`src/rtl/tsk_pkg.sv`:
```
package tsk_pkg;

    parameter int NTASK  = 4;
    parameter int NSLOT  = 16;
    parameter int PC_W   = 12;
    parameter int TID_W  = $clog2(NTASK);
    parameter int SLOT_W = $clog2(NSLOT);
    parameter int TBL_W  = NSLOT * TID_W;

    typedef logic [TID_W-1:0]  tid_t;
    typedef logic [SLOT_W-1:0] slot_t;
    typedef logic [PC_W-1:0]   pc_t;
    typedef logic [TBL_W-1:0]  tbl_t;

    // one retiring instruction, tagged with its task
    typedef struct packed {
        logic valid;
        tid_t tid;
        logic pc_we;
        pc_t  pc;
        logic flag_we;
        logic z;
        logic c;
    } retire_t;

    // non-blocking wait test result
    typedef struct packed {
        logic valid;
        tid_t tid;
        logic met;
    } waitchk_t;

    // architectural context of one task
    typedef struct packed {
        pc_t  pc;
        logic z;
        logic c;
    } ctx_t;

    function automatic tid_t slot_owner(tbl_t tbl, slot_t s);
        return tbl[s*TID_W +: TID_W];
    endfunction

endpackage

```
`src/rtl/slot_sequencer.sv`:
```
module slot_sequencer
    import tsk_pkg::*;
(
    input  logic  clk,
    input  logic  rst,
    input  logic  tbl_wr,
    input  tbl_t  tbl_data,
    output slot_t slot_q,
    output tid_t  owner
);

    localparam slot_t LAST_SLOT = slot_t'(NSLOT - 1);

    tbl_t active_q;
    tbl_t staged_q;
    tbl_t staged_nx;

    // the latest write waits in the staging register until the wrap
    assign staged_nx = tbl_wr ? tbl_data : staged_q;

    always_ff @(posedge clk) begin
        if (rst) begin
            slot_q   <= '0;
            active_q <= '0;
            staged_q <= '0;
        end else begin
            slot_q   <= slot_q + 1'b1;
            staged_q <= staged_nx;
            if (slot_q == LAST_SLOT)
                active_q <= staged_nx;
        end
    end

    assign owner = slot_owner(active_q, slot_q);

    AST_SLOT_STEP: assert property (@(posedge clk) disable iff (rst)
        1'b1 |=> slot_q == slot_t'($past(slot_q) + 1'b1));

    AST_TBL_ONLY_AT_WRAP: assert property (@(posedge clk) disable iff (rst)
        (slot_q != '0) |-> $stable(active_q));

endmodule

```
`src/rtl/task_ctx.sv`:
```
module task_ctx
    import tsk_pkg::*;
(
    input  logic clk,
    input  logic rst,
    input  logic issue_hit,
    input  logic pc_hit,
    input  pc_t  pc_new,
    input  logic flag_hit,
    input  logic z_new,
    input  logic c_new,
    input  logic wc_hit,
    input  logic wc_met,
    output ctx_t ctx_q,
    output pc_t  fetch_pc
);

    pc_t  pc_base;
    ctx_t ctx_nx;

    // a write-back in the fetch cycle is forwarded to fetch
    assign pc_base  = pc_hit ? pc_new : ctx_q.pc;
    assign fetch_pc = pc_base;

    always_comb begin
        ctx_nx    = ctx_q;
        ctx_nx.pc = issue_hit ? pc_t'(pc_base + 1'b1) : pc_base;
        if (flag_hit) begin
            ctx_nx.z = z_new;
            ctx_nx.c = c_new;
        end
        if (wc_hit)
            ctx_nx.c = wc_met;
    end

    always_ff @(posedge clk) begin
        if (rst) ctx_q <= '0;
        else     ctx_q <= ctx_nx;
    end

    AST_PC_HOLD: assert property (@(posedge clk) disable iff (rst)
        (!issue_hit && !pc_hit) |=> ctx_q.pc == $past(ctx_q.pc));

    AST_PC_STEP: assert property (@(posedge clk) disable iff (rst)
        (issue_hit && !pc_hit) |=> ctx_q.pc == pc_t'($past(ctx_q.pc) + 1'b1));

    AST_FWD_THEN_STEP: assert property (@(posedge clk) disable iff (rst)
        (issue_hit && pc_hit) |=> ctx_q.pc == pc_t'($past(pc_new) + 1'b1));

    AST_WAIT_SETS_C: assert property (@(posedge clk) disable iff (rst)
        wc_hit |=> ctx_q.c == $past(wc_met));

    AST_FLAGS_HOLD: assert property (@(posedge clk) disable iff (rst)
        (!flag_hit && !wc_hit) |=> $stable({ctx_q.z, ctx_q.c}));

endmodule

```
`src/rtl/task_sched.sv`:
```
module task_sched
    import tsk_pkg::*;
(
    input  logic                 clk,
    input  logic                 rst,
    input  logic                 tbl_wr,
    input  logic [TBL_W-1:0]     tbl_data,
    input  logic [NTASK-1:0]     task_en,
    input  logic                 rt_valid,
    input  logic [TID_W-1:0]     rt_task,
    input  logic                 rt_pc_we,
    input  logic [PC_W-1:0]      rt_pc,
    input  logic                 rt_flag_we,
    input  logic                 rt_z,
    input  logic                 rt_c,
    input  logic                 wc_valid,
    input  logic [TID_W-1:0]     wc_task,
    input  logic                 wc_met,
    output logic                 issue_valid,
    output logic [TID_W-1:0]     issue_task,
    output logic [PC_W-1:0]      issue_pc,
    output logic                 issue_z,
    output logic                 issue_c
);

    slot_t    slot_q;
    tid_t     owner;
    retire_t  rt;
    waitchk_t wc;

    ctx_t             ctx   [NTASK];
    pc_t              fpc   [NTASK];
    logic [NTASK-1:0] hit_vec;

    assign rt = '{valid: rt_valid, tid: rt_task, pc_we: rt_pc_we, pc: rt_pc,
                  flag_we: rt_flag_we, z: rt_z, c: rt_c};
    assign wc = '{valid: wc_valid, tid: wc_task, met: wc_met};

    slot_sequencer u_seq (
        .clk      (clk),
        .rst      (rst),
        .tbl_wr   (tbl_wr),
        .tbl_data (tbl_data),
        .slot_q   (slot_q),
        .owner    (owner)
    );

    for (genvar t = 0; t < NTASK; t++) begin : g_task
        logic mine_issue;
        logic mine_pc;
        logic mine_flag;
        logic mine_wc;

        assign mine_issue = (owner == tid_t'(t)) && task_en[t];
        assign mine_pc    = rt.valid && rt.pc_we && (rt.tid == tid_t'(t));
        assign mine_flag  = rt.valid && rt.flag_we && (rt.tid == tid_t'(t));
        assign mine_wc    = wc.valid && (wc.tid == tid_t'(t));
        assign hit_vec[t] = mine_issue;

        task_ctx u_ctx (
            .clk       (clk),
            .rst       (rst),
            .issue_hit (mine_issue),
            .pc_hit    (mine_pc),
            .pc_new    (rt.pc),
            .flag_hit  (mine_flag),
            .z_new     (rt.z),
            .c_new     (rt.c),
            .wc_hit    (mine_wc),
            .wc_met    (wc.met),
            .ctx_q     (ctx[t]),
            .fetch_pc  (fpc[t])
        );
    end

    assign issue_task  = owner;
    assign issue_valid = task_en[owner];
    assign issue_pc    = fpc[owner];
    assign issue_z     = ctx[owner].z;
    assign issue_c     = ctx[owner].c;

    AST_ONE_ISSUER: assert property (@(posedge clk) disable iff (rst)
        $onehot0(hit_vec));

    AST_BUBBLE_NO_ISSUER: assert property (@(posedge clk) disable iff (rst)
        !issue_valid |-> hit_vec == '0);

endmodule

```
`config.mk`:
```
export PLATFORM = sky130hd
export DESIGN_NAME = task_sched
export DESIGN_NICKNAME = d
export VERILOG_FILES = /design/src/rtl/tsk_pkg.sv /design/src/rtl/slot_sequencer.sv /design/src/rtl/task_ctx.sv /design/src/rtl/task_sched.sv
export SDC_FILE = /design/constraint.sdc
export NUM_CORES = 1
export LEC_CHECK = 0
export BUFFER_PORTS_ARGS = -buffer_cell sky130_fd_sc_hd__buf_2
export CAP_MARGIN = 15
export CELL_PAD_IN_SITES_DETAIL_PLACEMENT = 1
export CELL_PAD_IN_SITES_GLOBAL_PLACEMENT = 1
export CORE_MARGIN = 8
export CORE_UTILIZATION = 46
export CTS_BUF_LIST = sky130_fd_sc_hd__clkbuf_8
export CTS_CLUSTER_DIAMETER = 100
export CTS_CLUSTER_SIZE = 8
export DETAILED_ROUTE_END_ITERATION = 8
export HOLD_SLACK_MARGIN = 0.03
export PLACE_DENSITY = 0.91
export SLEW_MARGIN = 10
export SYNTH_ARGS = -nofsm -noshare
export SYNTH_HDL_FRONTEND = slang
export SYNTH_SLANG_ARGS = --single-unit
export TNS_END_PERCENT = 100
```
`constraint.sdc`:
```
create_clock -name clk -period 3.5 [get_ports clk]
set_clock_uncertainty 0.1 [all_clocks]
set_input_delay 0.525 -clock clk [delete_from_list [all_inputs] [get_ports clk]]
set_output_delay 0.525 -clock clk [all_outputs]
set_load 0.01 [all_outputs]
```
# Word-level counts from Yosys, hierarchy flattened
# Index checks and enable logic that the tools add are counted.
[totals]
ff_bits = 124
in_bits = 62
wordCells = 84
[classes]
addsub = 5
order_cmp = 2
eq_ne = 10
shifts = 1
muxes = 25
n_bitwise = 1
reduce_logical = 25
[op_table]
columns = ["op", "count"]
rows = [
  ["two-way mux 12 bit", 10],
  ["adder 12 x 1 -> 12 bit (second input constant)", 4],
  ["two-way mux 32 bit", 1],
  ["indexed part select 32 x 6 -> 2 bit", 1],
  ["binary-select mux 14 bit (select 2 bit)", 1],
  ["binary-select mux 12 bit (select 2 bit)", 1],
  ["logical AND 1 bit", 18],
  ["== test 2 bit (second input constant)", 6],
  ["two-way mux 1 bit", 9],
  ["nonzero test 2 bit", 4],
  ["== test 2 x 1 -> 1 bit (second input constant)", 3],
  ["zero test 2 bit", 3],
  ["adder 4 x 1 -> 4 bit (second input constant)", 1],
  ["== test 4 bit (second input constant)", 1],
  ["two-way mux 2 bit", 2],
  ["greater-or-equal comparator 3 bit (second input constant)", 1],
  ["< comparator 2 x 3 -> 1 bit (second input constant)", 1],
  ["NOT 2 -> 3 bit", 1],
  ["binary-select mux 1 bit (select 2 bit)", 1],
]

# Depth between registers and ports, before layout
[logic_depth]
word_depth = 6
depth_mapped = 12

# Modules after synthesis
# Synthesis repeated with hierarchy kept, for this count alone.
[hier_totals]
hier_cells = 645
area_unflattened_um2 = 6722.7
[by_module_without_submodules]
columns = ["mod", "n_inst", "cells_each", "area_each_um2", "seq_area_each_um2"]
rows = [
  ["task_ctx", 4, 91, 882.1, 280.3],
  ["slot_sequencer", 1, 246, 2637.5, 1361.3],
  ["task_sched", 1, 35, 556.8, 0.0],
]

# Worst setup path before layout
# No wires, ideal clock.
[synth_timing]
path_kind = "flip-flop to output port"
from = "register u_seq.slot_q[0]"
to = "output issue_pc[3]"
arrival_time_ps = 2471
t_required_ps = 2875
slack_ps = 404
stages_incl_launch_ff = 11
n_path_buf = 3
path_cell_list = "dfxtp_1 -> buf_6 -> mux4_2 -> mux2_2 -> a32oi_2 -> inv_2 -> buf_2 -> buf_1 -> nor2_1 -> nor2_1 -> o21ai_0"
[synth_between]
elab_chain_cells = 5
[synth_rtl]
columns = ["element", "line_no", "source"]
rows = [
  ["start: declaration", "slot_sequencer.sv:8", "output slot_t slot_q,"],
  ["start signal: assignment", "slot_sequencer.sv:27", "slot_q <= slot_q + 1'b1;"],
  ["indexed part select 32 x 6 -> 2 bit", "tsk_pkg.sv:41", "return tbl[s*TID_W +: TID_W];"],
  ["via issue_task[1]", "task_sched.sv:20", "output logic [TID_W-1:0] issue_task,"],
  ["NOT 2 -> 3 bit (implied by the code)", "task_sched.sv:78", "assign issue_pc = fpc[owner];"],
  ["binary-select mux 12 bit (select 2 bit)", "task_sched.sv:78", ""],
  ["two-way mux 12 bit (implied by the code) (2 in a row)", "task_sched.sv:78", ""],
  ["end: declaration", "task_sched.sv:21", "output logic [PC_W-1:0] issue_pc,"],
]
# The timed path passes the listed nets, and every way through them passes these cells. The select of a mux whose other input is x is not followed.

# Final worst setup path
[layout_timing]
from = "register u_seq.slot_q[0]"
to = "output issue_pc[11]"
[layout_between]
elab_chain_cells = 5
[layout_rtl]
columns = ["element", "line_no"]
rows = [
  ["indexed part select 32 x 6 -> 2 bit", "tsk_pkg.sv:41"],
  ["NOT 2 -> 3 bit (implied by the code)", "task_sched.sv:78"],
  ["binary-select mux 12 bit (select 2 bit)", "task_sched.sv:78"],
  ["two-way mux 12 bit (implied by the code) (2 in a row)", "task_sched.sv:78"],
]
# Every way passes these cells. The select of a mux whose other input is x is not followed.

==> metrics.md <==
| Metric | Value |
|---|---|
| Hold Slack | `0.232 ns` |
| Synth Register Bits | `124` |
| Synthesized Nets | `783` |
| Number of buffers created by CTS | `17` |
| CP Capture Type | `primary output` |
| Synth Flop Type | `dfxtp_1` |
| Post-synth top cells | `nor2_1, dfxtp_1, mux2i_1` |
| Post-synth ARST share | `0` |
| Crit Path Category | `flip-flop to primary output` |
| CP dominant cell by count | `buf_12` |
| Final Hold Fails | `0` |
| Largest cells by area after synthesis | `dfxtp_1, mux2i_1, nor2_1` |
| # DRC | `0` |
| Sequential share of power | `0.456` |
| Minimum clock period | `~3.4 ns` |
| Starting Density | `0.467` |
| DIE AREA | `18000 um^2` |
| Buffers on Ports | `around 80` |
| Switching share of power | `0.322` |
| Area leader, netlist | `dfxtp_1` |
| Combinational power share | `0.185` |
| EDFF count, synth | `0` |
| Yosys cell types | `46` |
| H-tree lvl count | `4` |
| Mux share of post-synthesis cell area | `0.219` |
| Compound-Gate Fraction of Synth Area | `0.0956` |
| Avg Inst Size Synth | `8.98 um^2` |
| Clock slew at reported path FFs | `0.08 ns` |
| Max Root-Sink Buffers | `2` |
| Register area share after synthesis | `0.386` |
| N_diodes | `0` |
| Clk_lat worst skew | `0.46 ns` |
| Core Region | `13800 um^2` |
| GRT overflow | `0` |
| Crit path max fanout | `11` |
| Root buf cell | `clkbuf_8` |
| Final core occ | `0.545` |
| Crit path DAT | `2.77 ns` |
| CTS Sinks | `124` |
| RSZ-0062 raised after global routing | `false` |
| P_leak | `3.13 nW` |
| Total Routing Usage GR | `0.241` |
| Setup TNS Final | `0 ns` |
| Cells along the critical path | `mux4_2 -> mux2_2 -> a32oi_4 -> buf_12 -> buf_12 -> clkbuf_16 -> o211ai_1 -> o21ai_1 -> buf_2` |
| Post-synthesis cell area | `approximately 6400 um^2` |
| 1st-iter DRT viols | `423` |
| Worst hold path type | `input pin to flip-flop` |
| Layout Area Growth over Synthesis | `16.7%` |
| CP Launch Type | `flip-flop` |
| Hold Buf Count CTS | `0` |
| Row count | `43` |
| WL per Instance | `22.4 um` |
| DP HPWL | `~14000 um` |
| Gpl congestion | `between 0.8 and 0.9` |
| Worst Tran Pin Value | `approximately 1.0 ns` |
| Final setup violation count | `0` |
| Initial antenna violation count | `0` |
| First-pass GRT wire length | `34000 um` |
| Final ANT Viol Nets | `0` |
| Crit share post-route | `0.971` |
| XOR/XNOR share of the synthesized area | `0.0463` |
| Layout cell share with drive strength beyond 1 | `0.222` |
| Max Cap Viol | `0` |
| Status | `completed` |
| Most frequent cell after synthesis | `nor2_1` |
| TritonRoute pass-1 iters | `6` |
| Die Width | `134 um` |
| Synth Warn # | `0` |
| DR vias/cell | `~6` |
| CTS tree | `built` |
| Slew margin rel. | `0.327` |
| IO Pins | `79` |
| Simple-gate portion of the synthesized area | `0.206` |
| Slew Viols, Final | `0` |
| Vias | `5950` |
| Main combinational cell family by area after synthesis | `multiplexers` |
| Adder-Cell Fraction of Synth Area | `0.00974` |
| Share of the synthesized area in the top cell type | `0.386` |
| Final cell count without fillers | `around 980` |
| Pin count of the biggest net entering global routing | `93` |
| Number of global-route vias before repair | `6481` |
| Peak VDD IR | `0.307 mV` |
| Nets | `851` |
| Final wirelength | `21900 um` |
| Crit path required time | `2.87 ns` |
| Power share of the clock group | `0.359` |
| CP max stage cell | `mux4_2` |
| PwrDens | `434 nW/um^2` |
| Fmax | `294 MHz` |
| Psw | `between 1 and 1.5 mW` |
| Placed insts | `937` |
| Syn Inst Count | `716` |
| Die H | `approximately 130 um` |
| Internal power | `2.21 mW` |
| CP max stage delay | `roughly 0.5 ns` |
==> critical path: cells and delay by family, from the launching register on <==
family                 cells  cell delay (ns)
buffers and inverters      4             0.60
flip-flops                 1             0.39
AO/OA/AOI/OAI              3             0.49
multiplexers               2             0.82
==> final cells by class <==
cell class	count	area, um^2
fill	1684	6270
multi-input combinational	535	3750
sequential	124	2490
timing repair buffer	100	637
clock buffer	18	248
tap	180	225
clock inverter	14	114
inverter	5	26.3
timing repair inverter	1	8.76
==> registers in the layout, indices dropped and copies added (netlist names) <==
| register | cells |
|---|---|
| u_seq.staged_q | 32 |
| u_seq.slot_q | 4 |
| u_seq.active_q | 32 |
| g_task.u_ctx.ctx_q | 56 |
==> kinds of logic (layout without fill, tap and decap cells) <==
logic type | after synthesis | after routing
buffers and inverters | 57 | 138
AND/OR/NAND/NOR | 278 | 278
adder cells (fa/ha/maj) | 5 | 5
AO/OA/AOI/OAI | 88 | 88
flip-flops | 124 | 124
multiplexers | 130 | 130
XOR/XNOR | 34 | 34
==> cell usage in the layout, fill, tap and decap left out, types with 5 or more instances in the layout <==
cell	n
nor2_1	138
dfxtp_1	122
mux2i_1	99
buf_2	77
nand2_1	37
a211oi_1	37
nor3_1	25
mux2_2	23
xor2_1	20
nand3_1	19
clkbuf_8	18
buf_4	17
xnor2_1	14
a21oi_1	13
o21ai_0	13
nand4_1	8
and3_1	7
nor4_1	7
mux4_2	6
nor4b_1	6
o211ai_1	5
o21ai_1	5
ha_1	5
inv_6	5
clkinvlp_4	5
==> through the flow <==
stage | area, um^2 | worst slack, ns | total power, mW
after detailed placement | 6990 | 0.0940 | 2.04
after global routing | 7500 | 0.0128 | 3.37
final | 7500 | 0.100 | 3.26
after CTS | 7450 | 0.0321 | 3.24
after floorplan | 6430 | 0.404 | 1.85
after global placement | 6990 | 0.272 | 2.01
==> power groups by stage <==
| stage | logic (mW) | clock network, mW | registers, mW |
|---|---|---|---|
| 6_report | 0.603 | 1.17 | 1.49 |
| 5_1_grt | 0.640 | 1.24 | 1.49 |
| 4_1_cts | 0.571 | 1.18 | 1.48 |
| 3_5_place_dp | 0.523 | 0 | 1.52 |
| 3_3_place_gp | 0.496 | 0 | 1.51 |
| 2_1_floorplan | 0.341 | 0 | 1.51 |
==> metal layers <==
metal	GRT usage	vias to the layer above	wire length, um	share of wire
li1	-	2687	-	-
met1	0.270	2940	8720	0.40
met2	0.405	251	10900	0.50
met3	0.0628	72	1350	0.062
met4	0.143	0	884	0.040
met5	0	-	0	0
==> path summary, 6_finish.rpt <==
| kind | start | endpoint | slack (ns) | cells past startpoint |
|---|---|---|---|---|
| setup reg to reg | u_seq.slot_q[0]$_SDFF_PP0_ | g_task[1].u_ctx.ctx_q[10]$_SDFF_PP0_ | 0.57 | 9 |
| hold / removal | tbl_data[16] | u_seq.staged_q[16]$_SDFF_PP0_ | 0.23 | 3 |
| hold reg to reg | u_seq.staged_q[24]$_SDFF_PP0_ | u_seq.staged_q[24]$_SDFF_PP0_ | 0.40 | 2 |
| setup / recovery | u_seq.slot_q[0]$_SDFF_PP0_ | issue_pc[11] | 0.10 | 9 |
==> timing repair <==
item                                   4_1_cts  5_1_grt
setup buffers                                5        1
resized for setup                            6       12
cloned                                       2        1
pin swaps                                    1        2
setup endpoints to repair                   15        7
endpoints found under the hold margin        0        0
Note: power is estimated with default switching activity, not from simulation.
